File: src/rtl/rpf_pkg.sv
package rpf_pkg;

  // Event bundle passed from the width filter to the sequencer.
  typedef struct packed {
    logic level;      // qualified pin level, 1 = released
    logic rise;       // one-cycle strobe on a qualified release
    logic short_low;  // one-cycle strobe on a rejected low of notable width
  } flt_ev_t;

  function automatic int cnt_w(input int maxval);
    return (maxval < 1) ? 1 : $clog2(maxval + 1);
  endfunction

endpackage

File: src/rtl/rpf_sync.sv
module rpf_sync #(
  parameter int   STAGES = 2,
  parameter logic INIT   = 1'b1
) (
  input  logic clk,
  input  logic rst,
  input  logic d,
  output logic q
);
  logic [STAGES-1:0] chain;

  genvar i;
  generate
    for (i = 0; i < STAGES; i++) begin : g_stage
      if (i == 0) begin : g_first
        always_ff @(posedge clk) begin
          if (rst) chain[0] <= INIT;
          else     chain[0] <= d;
        end
      end else begin : g_next
        always_ff @(posedge clk) begin
          if (rst) chain[i] <= INIT;
          else     chain[i] <= chain[i-1];
        end
      end
    end
  endgenerate

  assign q = chain[STAGES-1];
endmodule

File: src/rtl/rpf_width_filter.sv
module rpf_width_filter
  import rpf_pkg::*;
#(
  parameter int MIN_TICKS    = 250,
  parameter int GLITCH_TICKS = 2
) (
  input  logic    clk,
  input  logic    rst,
  input  logic    en,
  input  logic    sync_n,
  output flt_ev_t ev
);
  localparam int CW = cnt_w(MIN_TICKS);

  logic [CW-1:0] run_q;
  logic          lvl_q;
  logic          rise_q;
  logic          short_q;
  logic          differ;

  assign differ = (sync_n != lvl_q);

  // The level flips only after MIN_TICKS consecutive differing samples.
  always_ff @(posedge clk) begin
    if (rst) begin
      lvl_q   <= 1'b1;
      run_q   <= '0;
      rise_q  <= 1'b0;
      short_q <= 1'b0;
    end else begin
      rise_q  <= 1'b0;
      short_q <= 1'b0;
      if (!en) begin
        lvl_q <= 1'b1;
        run_q <= '0;
      end else if (differ) begin
        if (run_q == CW'(MIN_TICKS - 1)) begin
          lvl_q  <= sync_n;
          run_q  <= '0;
          rise_q <= sync_n;
        end else begin
          run_q <= run_q + 1'b1;
        end
      end else begin
        // A low run ended before qualifying.
        if (lvl_q && (run_q >= CW'(GLITCH_TICKS))) short_q <= 1'b1;
        run_q <= '0;
      end
    end
  end

  assign ev.level     = lvl_q;
  assign ev.rise      = rise_q;
  assign ev.short_low = short_q;
endmodule

File: src/rtl/rpf_seq.sv
module rpf_seq
  import rpf_pkg::*;
#(
  parameter int HOLD_TICKS = 50000,
  parameter int IF_CYCLES  = 74
) (
  input  logic    clk,
  input  logic    rst,
  input  flt_ev_t ev,
  input  logic    ifc_sync,
  output logic    ready,
  output logic    err
);
  localparam int HW = cnt_w(HOLD_TICKS);
  localparam int KW = cnt_w(IF_CYCLES);

  logic [HW-1:0] hold_q;
  logic [KW-1:0] cc_q;
  logic          run_q;
  logic          ifp_q;
  logic          armed_q;
  logic          ready_q;
  logic          err_q;
  logic          if_edge;
  logic          hold_done;
  logic          cc_done;

  assign if_edge   = ifc_sync & ~ifp_q;
  assign hold_done = (hold_q == HW'(HOLD_TICKS));
  assign cc_done   = (cc_q == KW'(IF_CYCLES));

  always_ff @(posedge clk) begin
    if (rst) begin
      hold_q  <= '0;
      cc_q    <= '0;
      run_q   <= 1'b0;
      ifp_q   <= 1'b0;
      armed_q <= 1'b0;
      ready_q <= 1'b0;
      err_q   <= 1'b0;
    end else begin
      ifp_q <= ifc_sync;
      if (ev.rise) begin
        run_q   <= 1'b1;
        hold_q  <= '0;
        cc_q    <= '0;
        armed_q <= 1'b1;
      end else if (!ev.level) begin
        run_q <= 1'b0;
      end else if (run_q) begin
        if (!hold_done)           hold_q <= hold_q + 1'b1;
        if (if_edge && !cc_done)  cc_q   <= cc_q + 1'b1;
      end
      ready_q <= run_q && ev.level && !ev.rise && hold_done && cc_done;
      if (ev.short_low && armed_q) err_q <= 1'b1;
    end
  end

  assign ready = ready_q;
  assign err   = err_q;
endmodule

File: src/rtl/rpf_reset_cond.sv
module rpf_reset_cond
  import rpf_pkg::*;
#(
  parameter int SYNC_STAGES  = 2,
  parameter int MIN_TICKS    = 250,
  parameter int GLITCH_TICKS = 2,
  parameter int HOLD_TICKS   = 50000,
  parameter int IF_CYCLES    = 74
) (
  input  logic clk,
  input  logic rst,
  input  logic rst_en,
  input  logic pin_rst_n,
  input  logic if_clk,
  output logic rst_pulse,
  output logic cmd_ready,
  output logic short_err
);
  logic    pin_sync;
  logic    ifc_sync;
  flt_ev_t ev;

  rpf_sync #(.STAGES(SYNC_STAGES), .INIT(1'b1)) u_pin_sync (
    .clk(clk), .rst(rst), .d(pin_rst_n), .q(pin_sync)
  );

  rpf_sync #(.STAGES(SYNC_STAGES), .INIT(1'b0)) u_ifc_sync (
    .clk(clk), .rst(rst), .d(if_clk), .q(ifc_sync)
  );

  rpf_width_filter #(.MIN_TICKS(MIN_TICKS), .GLITCH_TICKS(GLITCH_TICKS)) u_filter (
    .clk(clk), .rst(rst), .en(rst_en), .sync_n(pin_sync), .ev(ev)
  );

  rpf_seq #(.HOLD_TICKS(HOLD_TICKS), .IF_CYCLES(IF_CYCLES)) u_seq (
    .clk(clk), .rst(rst), .ev(ev), .ifc_sync(ifc_sync),
    .ready(cmd_ready), .err(short_err)
  );

  assign rst_pulse = ev.rise;
endmodule

File: config.mk
export PLATFORM = sky130hd
export DESIGN_NAME = rpf_reset_cond
export DESIGN_NICKNAME = d
export VERILOG_FILES = /design/src/rtl/rpf_pkg.sv /design/src/rtl/rpf_sync.sv /design/src/rtl/rpf_width_filter.sv /design/src/rtl/rpf_seq.sv /design/src/rtl/rpf_reset_cond.sv
export SDC_FILE = /design/constraint.sdc
export NUM_CORES = 1
export LEC_CHECK = 0
export BUFFER_PORTS_ARGS = -buffer_cell sky130_fd_sc_hd__buf_2
export CAP_MARGIN = 15
export CORE_MARGIN = 3
export CORE_UTILIZATION = 60
export DETAILED_ROUTE_END_ITERATION = 8
export GPL_ROUTABILITY_DRIVEN = 0
export PLACE_DENSITY = 0.76
export SLEW_MARGIN = 20
export SYNTH_ARGS = -nofsm -noshare
export SYNTH_HDL_FRONTEND = slang
export SYNTH_SLANG_ARGS = --single-unit
File: constraint.sdc
create_clock -name clk -period 3.95 [get_ports clk]
set_clock_uncertainty 0.05 [all_clocks]
set_input_delay 0.395 -clock clk [delete_from_list [all_inputs] [get_ports clk]]
set_output_delay 0.395 -clock clk [all_outputs]
set_load 0.005 [all_outputs]
==> results of run 1 <==
## area by class of cell
class                      instances  area share, %
sequential                        43          42.68
clock buffer                       8          3.412
inverter                           8          1.489
tap                               42          2.605
timing repair buffer               7          1.737
multi-input combinational        158          48.08
## critical path, delay by kind of cell, from the launching register on
kind                     cells  cell delay [ns]
AO/OA/AOI/OAI                1             0.79
flip-flops                   1             0.41
AND/OR/NAND/NOR              2             0.38
multiplexers                 1             0.22
adder cells (fa/ha/maj)      1             0.18
buffers and inverters        1             0.06
## power groups by stage
| stage | Sequential (µW) | Clock (µW) | Combinational (µW) |
|---|---|---|---|
| finish | 437 | 238 | 15.1 |
| detailed placement | 447 | 0 | 15.3 |
| CTS | 437 | 245 | 15.3 |
| floorplan | 446 | 0 | 11.0 |
| global route | 437 | 262 | 17.4 |
| global placement | 447 | 0 | 14.6 |
## stage by stage
step / instances / cell area, µm²
3_5_place_dp: 258 / 1948
6_report: 266 / 2017
4_1_cts: 266 / 2017
3_3_place_gp: 258 / 1948
5_1_grt: 266 / 2017
2_1_floorplan: 215 / 1886
## synthesized netlist by cell type (2+ instances only)
master    instances  area (µm²)
a21oi_1           8       40.04
and2_1            4       25.02
nor2_1           37       138.9
clkbuf_1          2       7.510
nor4bb_1          2       20.02
nor4b_1           2       17.52
nor4_1            4       25.02
ha_1              7       87.58
xor2_1            7       61.31
nor2b_1           4       25.02
inv_1             8       30.03
nand3_1          12       60.06
buf_1             2       7.510
xnor2_1          10       87.58
nor3_1            5       25.02
buf_2             2       10.01
a31o_2            4       35.03
nand2_1          19       71.32
o211ai_1          2       15.01
a31oi_1           2       12.51
nand4_1           6       37.54
or4_1             2       15.01
mux2i_1           2       20.02
or2_2             2       12.51
o21ai_0           2       10.01
or3_1             2       12.51
dfxtp_1          43       860.8
## cell families (layout without fill, tap and decap cells)
kind of cell | count (synthesis) | after routing | share of synthesized area [%]
AO/OA/AOI/OAI | 24 | 24 | 8.759
XOR/XNOR | 17 | 17 | 7.896
buffers and inverters | 14 | 23 | 2.920
AND/OR/NAND/NOR | 108 | 108 | 29.06
flip-flops | 43 | 43 | 45.65
multiplexers | 2 | 2 | 1.062
adder cells (fa/ha/maj) | 7 | 7 | 4.645
## worst max-delay path by stage
stage	startpoint	end	slack, ns	depth (start not counted)
finish	u_seq.hold_q[0]$_SDFFE_PP0P_	u_seq.hold_q[9]$_SDFFE_PP0P_	1.80	6
global route	u_seq.hold_q[0]$_SDFFE_PP0P_	u_seq.hold_q[2]$_SDFFE_PP0P_	1.61	6
CTS	u_seq.hold_q[0]$_SDFFE_PP0P_	u_seq.hold_q[9]$_SDFFE_PP0P_	1.78	6
detailed placement	u_seq.hold_q[0]$_SDFFE_PP0P_	u_seq.hold_q[7]$_SDFFE_PP0P_	1.83	6
global placement	u_seq.hold_q[0]$_SDFFE_PP0P_	u_seq.hold_q[8]$_SDFFE_PP0P_	1.95	6
floorplan	u_seq.hold_q[3]$_SDFFE_PP0P_	u_seq.hold_q[13]$_SDFFE_PP0P_	2.26	4
## metal layers
| layer | vias up | share of wire (%) |
|---|---|---|
| li1 | 762 | - |
| met1 | 680 | 45 |
| met4 | 0 | 1.9 |
| met3 | 8 | 3.5 |
| met5 | - | 0 |
| met2 | 28 | 50 |
==> results.json, run 1 <==
{
  "status": "complete, no violations",
  "multiInputGateArea_um2": 969.7,
  "wl_per_cell_um": 13.31,
  "grt_util_met2_pct": 36.83,
  "wl_mm": 3.541,
  "synth_area_um2": 1886,
  "top_register": "u_seq.hold_q",
  "drc_errors": 0,
  "grt_pass1_wl_mm": 6.003,
  "most-common-layout-cells": "dfxtp_1 (43), nor2_1 (37), nand2_1 (19)",
  "die_w_um": 62.06,
  "grt_max_degree": 24,
  "report.final.slew_viol_count": 0,
  "r2r-start": "u_seq.hold_q[0]$_SDFFE_PP0P_",
  "grt-busiest-layer": "met2",
  "power_frac_clock_pct": 34.5,
  "crit_required_ns": 4.18,
  "finalCriticalPeriod_ns": 2.151,
  "die-area_um2": 3851,
  "p_int_uw": 545.6,
  "ys_seq_area_share_pct": 45.65,
  "min_from": "pin_rst_n",
  "grt_pass1_vias": 1384,
  "tns_ns": 0,
  "ctsHoldBuffers": 0,
  "area_growth_pct": 6.967,
  "ios": 8,
  "worstMarginPinSlew_ns": 0.9611,
  "ant_nets": 0,
  "setup_slack_ns": 1.799,
  "ys_ff_latch": 43,
  "syn_inst": 215,
  "use_met3_pct": 5.992,
  "h-tree-depth": 2,
  "via_count": 1478,
  "largest_reg_flops": 16,
  "combPwrFrac_pct": 2.2,
  "synth.distinct_cells": 40,
  "max_stage_delay_ns": 0.79,
  "dp_hpwl_mm": 2.577,
  "crit_path_start_kind": "register",
  "cp.arrival_ns": 2.38,
  "rrSetupSlack_ns": 1.80,
  "antenna_found_initial": 0,
  "maxCapViolCount": 0,
  "synth_edf_count": 0,
  "antenna_cells": 0,
  "p_per_area_nw_per_um2": 342.1,
  "hold-worst-slack_ns": 0.1866,
  "clock_path_buffers": 2,
  "cp_max_fo": 12,
  "start_util_pct": 65.55,
  "clockRootBuffer": "clkbuf_4",
  "hold_viol": 0,
  "p_seq_share_pct": 63.3,
  "irDropWorstVdd_mv": 0.2670,
  "std_cell_rows": 19,
  "die_h_um": 62.06,
  "grt_use_total_pct": 21.39,
  "reg.largest.list": "u_seq.hold_q x16, u_filter.run_q x8, u_seq.cc_q x7",
  "setup_viol": 0,
  "slowest_stage": "a41oi_1",
  "syn_area_per_cell_um2": 8.770,
  "syn_nets": 227,
  "use_met1_pct": 24.52,
  "post_cts_buffers": 0,
  "hold_path_class": "input pin to register",
  "rsz0062_at_grt": "false",
  "ys_warn_count": 0,
  "p_total_uw": 690.0,
  "grt.overflow.total": 0,
  "synthArstFlopShare_pct": 0,
  "portBuffers": 7,
  "first_iter_violations": 101,
  "maxSlewHeadroom_pct": 35.08,
  "max_freq_ghz": 0.4649,
  "whs_endpoint": "u_pin_sync.chain[0]$_SDFF_PP1_",
  "utilization_pct": 70.12,
  "timing_worst_setup_path_type": "register to register",
  "drive_gt1_share_pct": 10.71,
  "cts.sinks": 43,
  "seqCellArea_um2": 860.8,
  "clk_pin_slew_worst_paths_ns": 0.12,
  "pre_cts_slack_ns": 1.830,
  "fin_nets": 235,
  "path_cells": "inv_1 > ha_1 > nor4bb_1 > a41oi_1 > nand4_1 > mux2i_1",
  "viasPerCell": 5.556,
  "holdPathStages": 2,
  "numCtsBuffers": 5,
  "p_sw_share_pct": 20.93,
  "nFillCells": 254,
  "netSwitchingPower_uw": 144.4,
  "p_leak_uw": 0.0007502,
  "clkLatencyLatePin_ns": 0.35,
  "reg2regPathDepth": 6,
  "r2r_end": "u_seq.hold_q[9]$_SDFFE_PP0P_",
  "final_common_cell": "dfxtp_1",
  "end_kind": "register",
  "cts_tree": "done",
  "ys.flop_type": "dfxtp_1",
  "core_region_area_um2": 2877,
  "cts_resized": 0,
  "drtPass1Iterations": 4,
  "period_share_pct": 54.46
}
Power figures use the tool's default switching activity.
==> run 2: changes to the inputs <==
--- a/config.mk
+++ b/config.mk
@@ -8,10 +8,10 @@
 export BUFFER_PORTS_ARGS = -buffer_cell sky130_fd_sc_hd__buf_2
 export CAP_MARGIN = 15
 export CORE_MARGIN = 3
-export CORE_UTILIZATION = 60
+export CORE_UTILIZATION = 59
 export DETAILED_ROUTE_END_ITERATION = 8
 export GPL_ROUTABILITY_DRIVEN = 0
-export PLACE_DENSITY = 0.76
+export PLACE_DENSITY = 0.75
 export SLEW_MARGIN = 20
 export SYNTH_ARGS = -nofsm -noshare
 export SYNTH_HDL_FRONTEND = slang
==> constraint.sdc (replaced) <==
create_clock -name clk -period 2 [get_ports clk]
set_clock_uncertainty 0.05 [all_clocks]
set_input_delay 0.2 -clock clk [delete_from_list [all_inputs] [get_ports clk]]
set_output_delay 0.2 -clock clk [all_outputs]
set_load 0.005 [all_outputs]
==> run 2 against run 1 <==
Combinational power grew 140%. Count of clock-buffer cells in the layout shrank 1. Flip-flop and latch count is the same. Critical endpoint is now u_seq.hold_q[14]$_SDFFE_PP0P_. Largest cell class unchanged. Largest power group unchanged.
==> results.json, run 2 (synthesized netlist as in run 1, its figures left out) <==
{
  "antenna_cells": 0,
  "drc_errors": 0,
  "tns_ns": 0,
  "worstMarginPinSlew_ns": 0.5599,
  "rsz0062_at_grt": "false",
  "max_stage_delay_ns": 0.58,
  "grt.overflow.total": 0,
  "ios": 8,
  "p_sw_share_pct": 21.88,
  "hold_path_class": "input pin to register",
  "cts_resized": 0,
  "dr_wl_met2_mm": 1.768,
  "drt-met1-wl_mm": 1.544,
  "cts.sinks": 43,
  "report.final.slew_viol_count": 0,
  "cp_max_fo": 5,
  "fin_nets": 241,
  "ant_nets": 0,
  "end_kind": "register",
  "setup_viol": 0,
  "p_total_uw": 1384,
  "clock_path_buffers": 2,
  "hold_viol": 0,
  "dp_hpwl_mm": 2.585,
  "clockRootBuffer": "clkbuf_4",
  "via_count": 1524,
  "final_common_cell": "dfxtp_1",
  "met3_length_um": 152,
  "portBuffers": 7,
  "cp.arrival_ns": 2.08,
  "die-area_um2": 3910,
  "drive_gt1_share_pct": 12.61,
  "clkLatencyLatePin_ns": 0.36,
  "crit_required_ns": 2.25,
  "grt_pass1_wl_mm": 6.348,
  "clk_pin_slew_worst_paths_ns": 0.13,
  "grt_pass1_vias": 1434,
  "start_util_pct": 65.01,
  "antenna_found_initial": 0,
  "p_int_uw": 1081,
  "largest_reg_flops": 16,
  "crit_path_start_kind": "register",
  "combPwrFrac_pct": 2.6,
  "slowest_stage": "or4_4",
  "cts_tree": "done",
  "max_freq_ghz": 0.5481,
  "routed.top_layer": "met4",
  "post_cts_buffers": 0,
  "wl_per_cell_um": 12.98,
  "die_h_um": 62.53,
  "top_register": "u_seq.hold_q",
  "reg.largest.list": "u_seq.hold_q x16, u_filter.run_q x8, u_seq.cc_q x7",
  "finalCriticalPeriod_ns": 1.825,
  "status": "complete, no violations",
  "irDropWorstVdd_mv": 0.4869,
  "numCtsBuffers": 5,
  "most-common-layout-cells": "dfxtp_1 (43), nor2_1 (37), nand2_1 (19)",
  "grt_use_total_pct": 19.90,
  "power_frac_clock_pct": 35.1,
  "p_per_area_nw_per_um2": 668.3,
  "netSwitchingPower_uw": 302.7,
  "path_cells": "nand4_2 > or4_4 > or4_1 > nand2_1",
  "die_w_um": 62.53,
  "area_growth_pct": 9.821,
  "std_cell_rows": 19,
  "core_region_area_um2": 2900,
  "period_share_pct": 91.23,
  "h-tree-depth": 2,
  "maxCapViolCount": 0,
  "drtPass1Iterations": 4,
  "p_leak_uw": 0.0007781,
  "p_seq_share_pct": 62.4,
  "wl_mm": 3.531,
  "timing_worst_setup_path_type": "register to register",
  "maxSlewHeadroom_pct": 62.34,
  "rrSetupSlack_ns": 0.18,
  "first_iter_violations": 150,
  "grt_max_degree": 14,
  "viasPerCell": 5.603
}
## run 2: cell types whose count changed in the layout (fill, tap and decap cells not counted), sizes merged
| cell | delta |
|---|---|
| buf | +4 |
| dlygate4sd3 | +2 |
| clkbuf | -1 |
| clkinvlp | +1 |
## run 2: what timing repair did
action | CTS | global route
setup endpoints to repair | 0 | 0
hold buffers | 2 | 0
endpoints found under the hold margin | 2 | 0
## run 2: through the flow
step | worst slack [ns] | hold WS (ns) | instance area [µm²] | utilization [%] | std cells
floorplan | 0.3096 | 0.2538 | 1886 | - | 215
global placement | 0.2825 | 0.3390 | 1978 | 68.21 | 262
detailed placement | 0.2112 | 0.3448 | 1978 | 68.21 | 262
CTS | 0.1765 | 0.07421 | 2071 | 71.40 | 272
global route | 0.05730 | 0.08953 | 2071 | 71.40 | 272
finish | 0.1755 | 0.08966 | 2071 | 71.40 | 272
## run 2: final timing paths
check | from | end | depth (start not counted)
worst max-delay path | u_seq.hold_q[4]$_SDFFE_PP0P_ | u_seq.hold_q[14]$_SDFFE_PP0P_ | 4
worst min-delay path | rst | u_seq.ifp_q$_SDFF_PP0_ | 2
worst max register to register | u_seq.hold_q[4]$_SDFFE_PP0P_ | u_seq.hold_q[14]$_SDFFE_PP0P_ | 4
worst min register to register | u_pin_sync.chain[0]$_SDFF_PP1_ | u_pin_sync.q$_SDFF_PP1_ | 1
## run 2: layout make-up
type	count	area, µm²
repair buffers	13	85.08
fillers	246	829.5
clock buffers	7	65.06
well taps	42	52.55
flip-flops and latches	43	860.8
inverters	8	30.03
multi-input cells	158	969.7
clock inverters	1	7.507
## run 2: power groups by stage
stage	clock network, µW	logic (µW)	registers, µW
after global placement	0	31.3	882
after floorplan	0	21.7	882
final	485	35.6	863
after CTS	498	35.7	863
after global routing	543	40.3	864
after detailed placement	0	32.6	882
## run 2: worst max-delay path: cells and delay by family, from the launching register on
family | cells | cell delay, ns
DFF | 1 | 0.46
and+or+nand+nor | 4 | 1.26
## run 2: per-layer routing
metal / global-route usage (%) / vias to the layer above
met5: 0 / -
met4: 8.264 / 0
met3: 5.755 / 7
met2: 33.69 / 39
met1: 23.44 / 700
li1: - / 778
